## src/rtl/ppu_bank_pkg.sv

```systemverilog
// Package: shared constants and types for the pattern/nametable bank mapper.
// Assumes the CPU decode uses address AND DEC_MASK and that decoded
// register groups sit at the bases below.
package ppu_bank_pkg;

    localparam int BYTE_W   = 8;
    localparam int CPU_AW   = 16;
    localparam int PPU_AW   = 14;
    localparam int PAT_CNT  = 8;
    localparam int NT_CNT   = 4;
    localparam int BANK_W   = 2 * BYTE_W;

    localparam logic [CPU_AW-1:0] DEC_MASK     = 16'hF007;
    localparam logic [CPU_AW-1:0] PAT_LO_BASE  = 16'h9000;
    localparam logic [CPU_AW-1:0] PAT_HI_BASE  = 16'hA000;
    localparam logic [CPU_AW-1:0] NT_BASE      = 16'hB000;
    localparam logic [CPU_AW-1:0] CTRL_ADDR    = 16'hD000;
    localparam logic [CPU_AW-1:0] MIRR_ADDR    = 16'hD001;

    // Bank granularity for pattern space.
    typedef enum logic [1:0] {
        GRAN_8K = 2'd0,
        GRAN_4K = 2'd1,
        GRAN_2K = 2'd2,
        GRAN_1K = 2'd3
    } gran_e;

    // Internal nametable RAM arrangement.
    typedef enum logic [1:0] {
        MIR_VERT  = 2'd0,
        MIR_HORZ  = 2'd1,
        MIR_QUADA = 2'd2,
        MIR_QUADB = 2'd3
    } mirr_e;

endpackage

```

## src/rtl/ppu_bank_regs.sv

```systemverilog
// Module: bank byte register file.
// Holds the low and high bytes of every pattern entry and every nametable
// entry, and loads them from decoded CPU writes. Besides the registered
// values, it exports the next-state nametable bytes so the control logic
// can judge the contents that a write is about to produce.
// Assumes one write per wr_en cycle.
module ppu_bank_regs
    import ppu_bank_pkg::*;
#(
    parameter int DW     = BYTE_W,
    parameter int AW     = CPU_AW,
    parameter int N_PAT  = PAT_CNT,
    parameter int N_NT   = NT_CNT
) (
    input  logic                     clk,
    input  logic                     rst_n,
    input  logic                     wr_en,
    input  logic [AW-1:0]            wr_addr,
    input  logic [DW-1:0]            wr_data,
    output logic [N_PAT-1:0][DW-1:0] pat_lo_q,
    output logic [N_PAT-1:0][DW-1:0] pat_hi_q,
    output logic [N_NT-1:0][DW-1:0]  nt_lo_q,
    output logic [N_NT-1:0][DW-1:0]  nt_hi_q,
    output logic [N_NT-1:0][DW-1:0]  nt_lo_d,
    output logic [N_NT-1:0][DW-1:0]  nt_hi_d,
    output logic                     nt_wr
);

    localparam int PIDX_W = $clog2(N_PAT);
    localparam int NIDX_W = $clog2(N_NT);

    logic [AW-1:0]     masked;
    logic              pat_lo_hit;
    logic              pat_hi_hit;
    logic              nt_hit;
    logic              nt_high_half;
    logic [PIDX_W-1:0] pat_idx;
    logic [NIDX_W-1:0] nt_idx;

    // Purpose: decode the masked write address into a register group and index.
    always_comb begin
        masked       = wr_addr & DEC_MASK;
        pat_lo_hit   = wr_en && (masked[AW-1:3] == PAT_LO_BASE[AW-1:3]);
        pat_hi_hit   = wr_en && (masked[AW-1:3] == PAT_HI_BASE[AW-1:3]);
        nt_hit       = wr_en && (masked[AW-1:3] == NT_BASE[AW-1:3]);
        nt_high_half = masked[2];
        pat_idx      = masked[PIDX_W-1:0];
        nt_idx       = masked[NIDX_W-1:0];
    end

    assign nt_wr = nt_hit;

    genvar gi;
    generate
        for (gi = 0; gi < N_PAT; gi++) begin : g_pat
            // Purpose: low byte of pattern entry gi, reset to its own index.
            always_ff @(posedge clk) begin
                if (!rst_n)
                    pat_lo_q[gi] <= DW'(gi);
                else if (pat_lo_hit && (pat_idx == PIDX_W'(gi)))
                    pat_lo_q[gi] <= wr_data;
            end

            // Purpose: high byte of pattern entry gi, reset to zero.
            always_ff @(posedge clk) begin
                if (!rst_n)
                    pat_hi_q[gi] <= '0;
                else if (pat_hi_hit && (pat_idx == PIDX_W'(gi)))
                    pat_hi_q[gi] <= wr_data;
            end
        end

        for (gi = 0; gi < N_NT; gi++) begin : g_nt
            // Purpose: next-state value of nametable entry gi after this cycle's write.
            always_comb begin
                nt_lo_d[gi] = nt_lo_q[gi];
                nt_hi_d[gi] = nt_hi_q[gi];
                if (nt_hit && (nt_idx == NIDX_W'(gi))) begin
                    if (nt_high_half)
                        nt_hi_d[gi] = wr_data;
                    else
                        nt_lo_d[gi] = wr_data;
                end
            end

            // Purpose: hold nametable entry gi, cleared at reset.
            always_ff @(posedge clk) begin
                if (!rst_n) begin
                    nt_lo_q[gi] <= '0;
                    nt_hi_q[gi] <= '0;
                end else begin
                    nt_lo_q[gi] <= nt_lo_d[gi];
                    nt_hi_q[gi] <= nt_hi_d[gi];
                end
            end
        end
    endgenerate

endmodule

```

## src/rtl/ppu_nt_ctrl.sv

```systemverilog
// Module: control fields and ROM-nametable guard.
// Captures granularity and mirroring from the two control addresses. It
// keeps the ROM-nametable flag, which is set only by a control write with
// the request bit and is cleared when the next-state nametable contents
// include an identity entry (high byte zero, low byte equal to the index).
// Assumes nt_lo_d/nt_hi_d are the values the register file will hold next.
module ppu_nt_ctrl
    import ppu_bank_pkg::*;
#(
    parameter int DW   = BYTE_W,
    parameter int AW   = CPU_AW,
    parameter int N_NT = NT_CNT
) (
    input  logic                    clk,
    input  logic                    rst_n,
    input  logic                    wr_en,
    input  logic [AW-1:0]           wr_addr,
    input  logic [DW-1:0]           wr_data,
    input  logic [N_NT-1:0][DW-1:0] nt_lo_d,
    input  logic [N_NT-1:0][DW-1:0] nt_hi_d,
    input  logic                    nt_wr,
    output gran_e                   gran,
    output mirr_e                   mirr,
    output logic                    nt_rom
);

    logic [AW-1:0] masked;
    logic          ctrl_hit;
    logic          mirr_hit;
    logic          ident_seen;
    logic          unused_data_bits;

    assign unused_data_bits = ^{wr_data[DW-1:6], wr_data[2]};

    // Purpose: recognise the two control write addresses.
    always_comb begin
        masked   = wr_addr & DEC_MASK;
        ctrl_hit = wr_en && (masked == CTRL_ADDR);
        mirr_hit = wr_en && (masked == MIRR_ADDR);
    end

    // Purpose: search the next-state nametable contents for an identity entry.
    always_comb begin
        ident_seen = 1'b0;
        for (int i = 0; i < N_NT; i++) begin
            if ((nt_hi_d[i] == '0) && (nt_lo_d[i] == DW'(i)))
                ident_seen = 1'b1;
        end
    end

    // Purpose: granularity field, taken from bits 4:3 of a control write.
    always_ff @(posedge clk) begin
        if (!rst_n)
            gran <= GRAN_8K;
        else if (ctrl_hit)
            gran <= gran_e'(wr_data[4:3]);
    end

    // Purpose: mirroring field, taken from bits 1:0 of a mirroring write.
    always_ff @(posedge clk) begin
        if (!rst_n)
            mirr <= MIR_VERT;
        else if (mirr_hit)
            mirr <= mirr_e'(wr_data[1:0]);
    end

    // Purpose: ROM-nametable flag; only a control write can set it.
    always_ff @(posedge clk) begin
        if (!rst_n)
            nt_rom <= 1'b0;
        else if (ctrl_hit)
            nt_rom <= wr_data[5] && !ident_seen;
        else if (nt_wr && ident_seen)
            nt_rom <= 1'b0;
    end

endmodule

```

## src/rtl/ppu_page_calc.sv

```systemverilog
// Module: combinational page resolver.
// Turns a picture-side address into a 1 KB page, a ROM/RAM select and the
// internal RAM A10 line. In pattern space, it picks a pattern entry by
// granularity and scales it. In nametable space, it either returns a
// nametable bank or routes the access to the internal RAM according to the
// mirroring mode. Assumes the address is below $3000 or mirrors that range.
module ppu_page_calc
    import ppu_bank_pkg::*;
#(
    parameter int DW    = BYTE_W,
    parameter int PW    = PPU_AW,
    parameter int N_PAT = PAT_CNT,
    parameter int N_NT  = NT_CNT
) (
    input  logic [PW-1:0]            ppu_addr,
    input  gran_e                    gran,
    input  mirr_e                    mirr,
    input  logic                     nt_rom,
    input  logic [N_PAT-1:0][DW-1:0] pat_lo_q,
    input  logic [N_PAT-1:0][DW-1:0] pat_hi_q,
    input  logic [N_NT-1:0][DW-1:0]  nt_lo_q,
    input  logic [N_NT-1:0][DW-1:0]  nt_hi_q,
    output logic [2*DW-1:0]          page,
    output logic                     rom_sel,
    output logic                     ciram_a10
);

    localparam int BW     = 2 * DW;
    localparam int PIDX_W = $clog2(N_PAT);
    localparam int NIDX_W = $clog2(N_NT);
    localparam int WIDE_W = BW + PIDX_W;

    logic [PIDX_W-1:0] pat_idx;
    logic [PIDX_W-1:0] sub_page;
    logic [1:0]        shift;
    logic [BW-1:0]     pat_bank;
    logic [WIDE_W-1:0] pat_wide;
    logic [NIDX_W-1:0] nt_idx;
    logic [BW-1:0]     nt_bank;
    logic              unused_addr_bits;

    assign unused_addr_bits = ^ppu_addr[9:0];

    // Purpose: choose the pattern entry, the scaling and the in-bank offset per granularity.
    always_comb begin
        unique case (gran)
            GRAN_8K: begin
                pat_idx  = '0;
                shift    = 2'd3;
                sub_page = ppu_addr[12:10];
            end
            GRAN_4K: begin
                pat_idx  = {ppu_addr[12], 2'b00};
                shift    = 2'd2;
                sub_page = {1'b0, ppu_addr[11:10]};
            end
            GRAN_2K: begin
                pat_idx  = {ppu_addr[12:11], 1'b0};
                shift    = 2'd1;
                sub_page = {2'b00, ppu_addr[10]};
            end
            default: begin
                pat_idx  = ppu_addr[12:10];
                shift    = 2'd0;
                sub_page = '0;
            end
        endcase
    end

    // Purpose: form the scaled pattern page, wide enough before truncation.
    always_comb begin
        pat_bank = {pat_hi_q[pat_idx], pat_lo_q[pat_idx]};
        pat_wide = ({{PIDX_W{1'b0}}, pat_bank} << shift) | {{BW{1'b0}}, sub_page};
    end

    // Purpose: fetch the nametable bank addressed by the screen quadrant.
    always_comb begin
        nt_idx  = ppu_addr[11:10];
        nt_bank = {nt_hi_q[nt_idx], nt_lo_q[nt_idx]};
    end

    // Purpose: final output mux between pattern, ROM nametable and internal RAM.
    always_comb begin
        if (!ppu_addr[13]) begin
            page      = pat_wide[BW-1:0];
            rom_sel   = 1'b1;
            ciram_a10 = 1'b0;
        end else if (nt_rom) begin
            page      = nt_bank;
            rom_sel   = 1'b1;
            ciram_a10 = 1'b0;
        end else begin
            rom_sel = 1'b0;
            unique case (mirr)
                MIR_VERT: begin
                    ciram_a10 = ppu_addr[10];
                    page      = {{(BW-1){1'b0}}, ppu_addr[10]};
                end
                MIR_HORZ: begin
                    ciram_a10 = ppu_addr[11];
                    page      = {{(BW-1){1'b0}}, ppu_addr[11]};
                end
                default: begin
                    ciram_a10 = ppu_addr[10];
                    page      = {{(BW-2){1'b0}}, ppu_addr[11:10]};
                end
            endcase
        end
    end

endmodule

```

## src/rtl/ppu_bank_mapper.sv

```systemverilog
// Module: top of the pattern/nametable bank mapper.
// Connects the byte register file, the control/guard logic and the
// combinational page resolver. Outputs follow ppu_addr with no clock delay.
// A register write takes effect from the clock edge that samples wr_en.
module ppu_bank_mapper
    import ppu_bank_pkg::*;
(
    input  logic              clk,
    input  logic              rst_n,
    input  logic              wr_en,
    input  logic [CPU_AW-1:0] wr_addr,
    input  logic [BYTE_W-1:0] wr_data,
    input  logic [PPU_AW-1:0] ppu_addr,
    output logic [BANK_W-1:0] page,
    output logic              rom_sel,
    output logic              ciram_a10
);

    logic [PAT_CNT-1:0][BYTE_W-1:0] pat_lo_q;
    logic [PAT_CNT-1:0][BYTE_W-1:0] pat_hi_q;
    logic [NT_CNT-1:0][BYTE_W-1:0]  nt_lo_q;
    logic [NT_CNT-1:0][BYTE_W-1:0]  nt_hi_q;
    logic [NT_CNT-1:0][BYTE_W-1:0]  nt_lo_d;
    logic [NT_CNT-1:0][BYTE_W-1:0]  nt_hi_d;
    logic                           nt_wr;
    gran_e                          gran;
    mirr_e                          mirr;
    logic                           nt_rom;

    ppu_bank_regs #(
        .DW(BYTE_W), .AW(CPU_AW), .N_PAT(PAT_CNT), .N_NT(NT_CNT)
    ) u_regs (
        .clk      (clk),
        .rst_n    (rst_n),
        .wr_en    (wr_en),
        .wr_addr  (wr_addr),
        .wr_data  (wr_data),
        .pat_lo_q (pat_lo_q),
        .pat_hi_q (pat_hi_q),
        .nt_lo_q  (nt_lo_q),
        .nt_hi_q  (nt_hi_q),
        .nt_lo_d  (nt_lo_d),
        .nt_hi_d  (nt_hi_d),
        .nt_wr    (nt_wr)
    );

    ppu_nt_ctrl #(
        .DW(BYTE_W), .AW(CPU_AW), .N_NT(NT_CNT)
    ) u_ctrl (
        .clk     (clk),
        .rst_n   (rst_n),
        .wr_en   (wr_en),
        .wr_addr (wr_addr),
        .wr_data (wr_data),
        .nt_lo_d (nt_lo_d),
        .nt_hi_d (nt_hi_d),
        .nt_wr   (nt_wr),
        .gran    (gran),
        .mirr    (mirr),
        .nt_rom  (nt_rom)
    );

    ppu_page_calc #(
        .DW(BYTE_W), .PW(PPU_AW), .N_PAT(PAT_CNT), .N_NT(NT_CNT)
    ) u_calc (
        .ppu_addr  (ppu_addr),
        .gran      (gran),
        .mirr      (mirr),
        .nt_rom    (nt_rom),
        .pat_lo_q  (pat_lo_q),
        .pat_hi_q  (pat_hi_q),
        .nt_lo_q   (nt_lo_q),
        .nt_hi_q   (nt_hi_q),
        .page      (page),
        .rom_sel   (rom_sel),
        .ciram_a10 (ciram_a10)
    );

endmodule

```

## config.mk

```make
export PLATFORM = sky130hd
export DESIGN_NAME = ppu_bank_mapper
export DESIGN_NICKNAME = d
export VERILOG_FILES = /design/src/rtl/ppu_bank_pkg.sv /design/src/rtl/ppu_bank_regs.sv /design/src/rtl/ppu_nt_ctrl.sv /design/src/rtl/ppu_page_calc.sv /design/src/rtl/ppu_bank_mapper.sv
export SDC_FILE = /design/constraint.sdc
export NUM_CORES = 1
export LEC_CHECK = 0
export ABC_AREA = 1
export ABC_CLOCK_PERIOD_IN_PS = 3560
export BUFFER_PORTS_ARGS = -buffer_cell sky130_fd_sc_hd__buf_2
export CAP_MARGIN = 0
export CORE_AREA = 3 3 114 171
export CTS_CLUSTER_SIZE = 24
export DETAILED_ROUTE_END_ITERATION = 16
export DIE_AREA = 0 0 117 174
export GPL_ROUTABILITY_DRIVEN = 0
export PLACE_DENSITY = 0.76
export SLEW_MARGIN = 15
export SYNTH_ARGS = -nofsm -noshare
export SYNTH_HDL_FRONTEND = slang
export SYNTH_SLANG_ARGS = --single-unit
```

## constraint.sdc

```tcl
create_clock -name clk -period 3.56 [get_ports clk]
set_input_delay 0.534 -clock clk [delete_from_list [all_inputs] [get_ports clk]]
set_output_delay 0.534 -clock clk [all_outputs]
set_load 0.1 [all_outputs]
```

==> results.cfg <==
[worst_setup_path]
r2r-start = u_regs.nt_hi_q[7]
path_cells = buf_4, o21ai_2, inv_1, nand3_1, nand2_1, inv_1, o21ai_0, nand3_1, buf_2
setup.worst_path.start = u_ctrl.gran[0]
crit_fanout = 18
rr_worst_depth = 10
crit_path_start_kind = register
reg2reg_to = u_ctrl.nt_rom
cp.required_ps = 3030
crit_type = reg2out
slowest_stage = inv_1
worstPathArrival_ps = 2850
crit_end = page[0]
slowest_delay_ps = 540
r2r_slack_ps = 2120
critPathCaptureType = output pin

[clock_network]
ctsHoldBuffers = 0
htree_levels = 4
numCtsBuffers = 17
postCtsSetupBuffers = 0
cts_sinks = 197
cts_tree = yes
clk_latency_ps = 450
clockBufferDepth = 2
clk_root_buffer_cell = clkbuf_16
clk_pin_slew_worst_paths_ps = 70
cts-resized-gates = 0

[synthesis]
synth_cell_types = 37
syn_area_per_cell_sq_um = 6.68
synth_top_cell_by_area = dfxtp_1
yosys_warnings = 0
synth_top_area_share_pct = 39.6
synth_area_sq_um = 9950
syn_nets = 1530
synth-seq-area-share_pct = 39.6
ys_top_cells_by_area = dfxtp_1, o21ai_0, nand2_1
syn-instance-count = 1489
yosys_register_bits = 197

[global_route]
antenna_found_initial = 0
grt_pass1_vias = 9481
grt_use_total_pct = 29.2
grt_max_degree = 83
grt_pass1_wl_um = 47300
overflow = 0

[timing]
hold_violations = 0
fin_crit_ps = 3390
skew_ps = 9.19
rsz0062_at_grt = no
fin_setup_tns_ps = 0
slew_headroom_pct = 22.5
setup_slack_ps = 175
tightestPinTransition_ps = 1160
setup_viol = 0
period_share_pct = 95.1
slew_viol_final = 0
max_freq_mhz = 295

[routing]
routed_wl_um = 29300
ant_nets = 0
viasPerCell = 5.88
via_count = 10000
drcViolationCount = 0
first_iter_violations = 705
wl_per_cell_um = 17.2
drt_pass1_iterations = 6

[final_layout]
finalNetCount = 1519
areaGrowthSynthToFinish_pct = 10.9
diodes = 0
drive_gt1_share_pct = 9.66
final_cells = 1708

[power]
swShare_pct = 25.4
p_sw_mw = 1.17
p_int_mw = 3.43
ir_drop_v = 0.000266
power.total_mw = 4.60
pwr-share-clk_pct = 45.1
pwr-share-comb_pct = 6.8
p_per_area_nw_per_um2 = 416
seqPwrFrac_pct = 48.1
p_leak_nw = 4.79

[floorplan]
die_w_um = 117
dieArea_sq_um = 20400
io_pins = 59
start_util_pct = 55.2
dieHeight_um = 174
rows = 60
design.core.area_sq_um = 18000

[run]
max_cap_violations = 0

[status]
run_status = finished clean

[placed_design]
hpwl_um = 19900
portBuffers = 39
dp_slack_ps = 518
dp.cells = 1676

[hold_path]
hp-class = reg2reg
-- cells in the mapped netlist, drive strengths merged --
cell type	instances
nand4	1
or4	1
nor3	3
nand3	85
a21oi	204
o221ai	1
nand2	304
dfxtp	197
o21ai	264
o21a	4
buf	54
or2	8
o22ai	11
mux2i	1
clkbuf	52
and2	2
inv	96
clkinv	3
nor2	166
a21boi	2
o2bb2ai	1
o211ai	27
a31oi	2
-- cells in the final DEF, fill, tap and decap left out, types with 2 or more instances in the layout --
master | Yosys | layout
or2_1 | 4 | 4
dfxtp_1 | 197 | 197
inv_2 | 5 | 5
nand2_1 | 297 | 297
buf_2 | 35 | 23
nor3_1 | 3 | 3
nand2_2 | 5 | 5
inv_1 | 90 | 90
buf_12 | 0 | 17
o21ai_0 | 230 | 230
buf_4 | 7 | 36
o211ai_2 | 4 | 4
nand2_4 | 2 | 2
a21boi_0 | 2 | 2
o22ai_1 | 11 | 11
clkinv_1 | 3 | 3
a21oi_1 | 204 | 204
nand3_1 | 85 | 85
bufinv_16 | 0 | 3
clkbuf_16 | 0 | 17
clkinv_4 | 0 | 2
nor2_1 | 157 | 157
nor2_4 | 4 | 5
a31oi_1 | 2 | 2
o21ai_2 | 6 | 6
o21a_1 | 4 | 4
nor2_2 | 5 | 4
or2_2 | 4 | 4
o21ai_1 | 28 | 28
o211ai_1 | 23 | 23
inv_6 | 0 | 5
-- kinds of logic (layout without fill, tap and decap cells) --
kind of cell,after synthesis,count (layout),synth area share [%]
buffers and inverters,205,207,9.21
muxes,1,1,0.101
AOI/OAI and AO/OA,516,516,27.4
DFF,197,197,39.6
and+or+nand+nor,570,570,23.6
-- registers in the layout, summed over array words and instances, names as in the netlist --
register / cells
u_ctrl.gran: 2
u_ctrl.mirr: 2
u_ctrl.nt_rom: 1
u_regs.nt_hi_q: 32
u_regs.nt_lo_q: 32
u_regs.pat_hi_q: 64
u_regs.pat_lo_q: 64
-- routing by layer --
| metal | up-vias | wire [um] | global-route usage [%] | part of all wire, % |
|---|---|---|---|---|
| li1 | 4949 | - | - | - |
| met1 | 4546 | 11300 | 34.9 | 38 |
| met2 | 430 | 14200 | 47.4 | 48 |
| met3 | 112 | 1960 | 4.88 | 6.7 |
| met4 | 0 | 1940 | 18.9 | 6.6 |
| met5 | - | 0 | 0 | 0 |
-- final cells by class --
class,count,area (sq um)
multi-input combinational,1087,5100
inverter,99,374
timing repair buffer,76,726
fill,1678,6970
clock buffer,18,439
sequential,197,3940
tap,217,272
clock inverter,14,191
-- stage by stage --
step	utilization [%]	hold slack [ps]	cell area, sq um
after floorplan	-	430	9950
after global placement	57.8	441	10400
after detailed placement	57.8	451	10400
after CTS	61.3	460	11000
after global routing	61.3	473	11000
final	61.3	461	11000
-- power by group through the flow --
stage	Clock (mW)	Combinational [mW]	Sequential [mW]
finish	2.07	0.313	2.21
global route	2.16	0.335	2.21
CTS	2.08	0.306	2.21
detailed placement	0	0.305	2.26
global placement	0	0.303	2.26
floorplan	0	0.201	2.26
-- critical path, delay by kind of cell, from the launching register on --
family,cells,cell delay [ps]
AOI/OAI and AO/OA,2,320
DFF,1,380
and+or+nand+nor,3,480
buffers and inverters,4,1220
-- worst min-delay path by stage --
stage,endpoint,depth (start not counted),slack (ps),start
floorplan,u_regs.pat_hi_q[33],2,430,u_regs.pat_hi_q[33]
global placement,u_regs.pat_hi_q[33],2,440,u_regs.pat_hi_q[33]
detailed placement,u_regs.pat_hi_q[32],2,450,u_regs.pat_hi_q[32]
CTS,u_regs.nt_hi_q[28],3,460,wr_data[4]
global route,u_regs.nt_hi_q[28],3,470,wr_data[4]
finish,u_regs.pat_hi_q[32],2,460,u_regs.pat_hi_q[32]
Power figures use the tool's default switching activity.
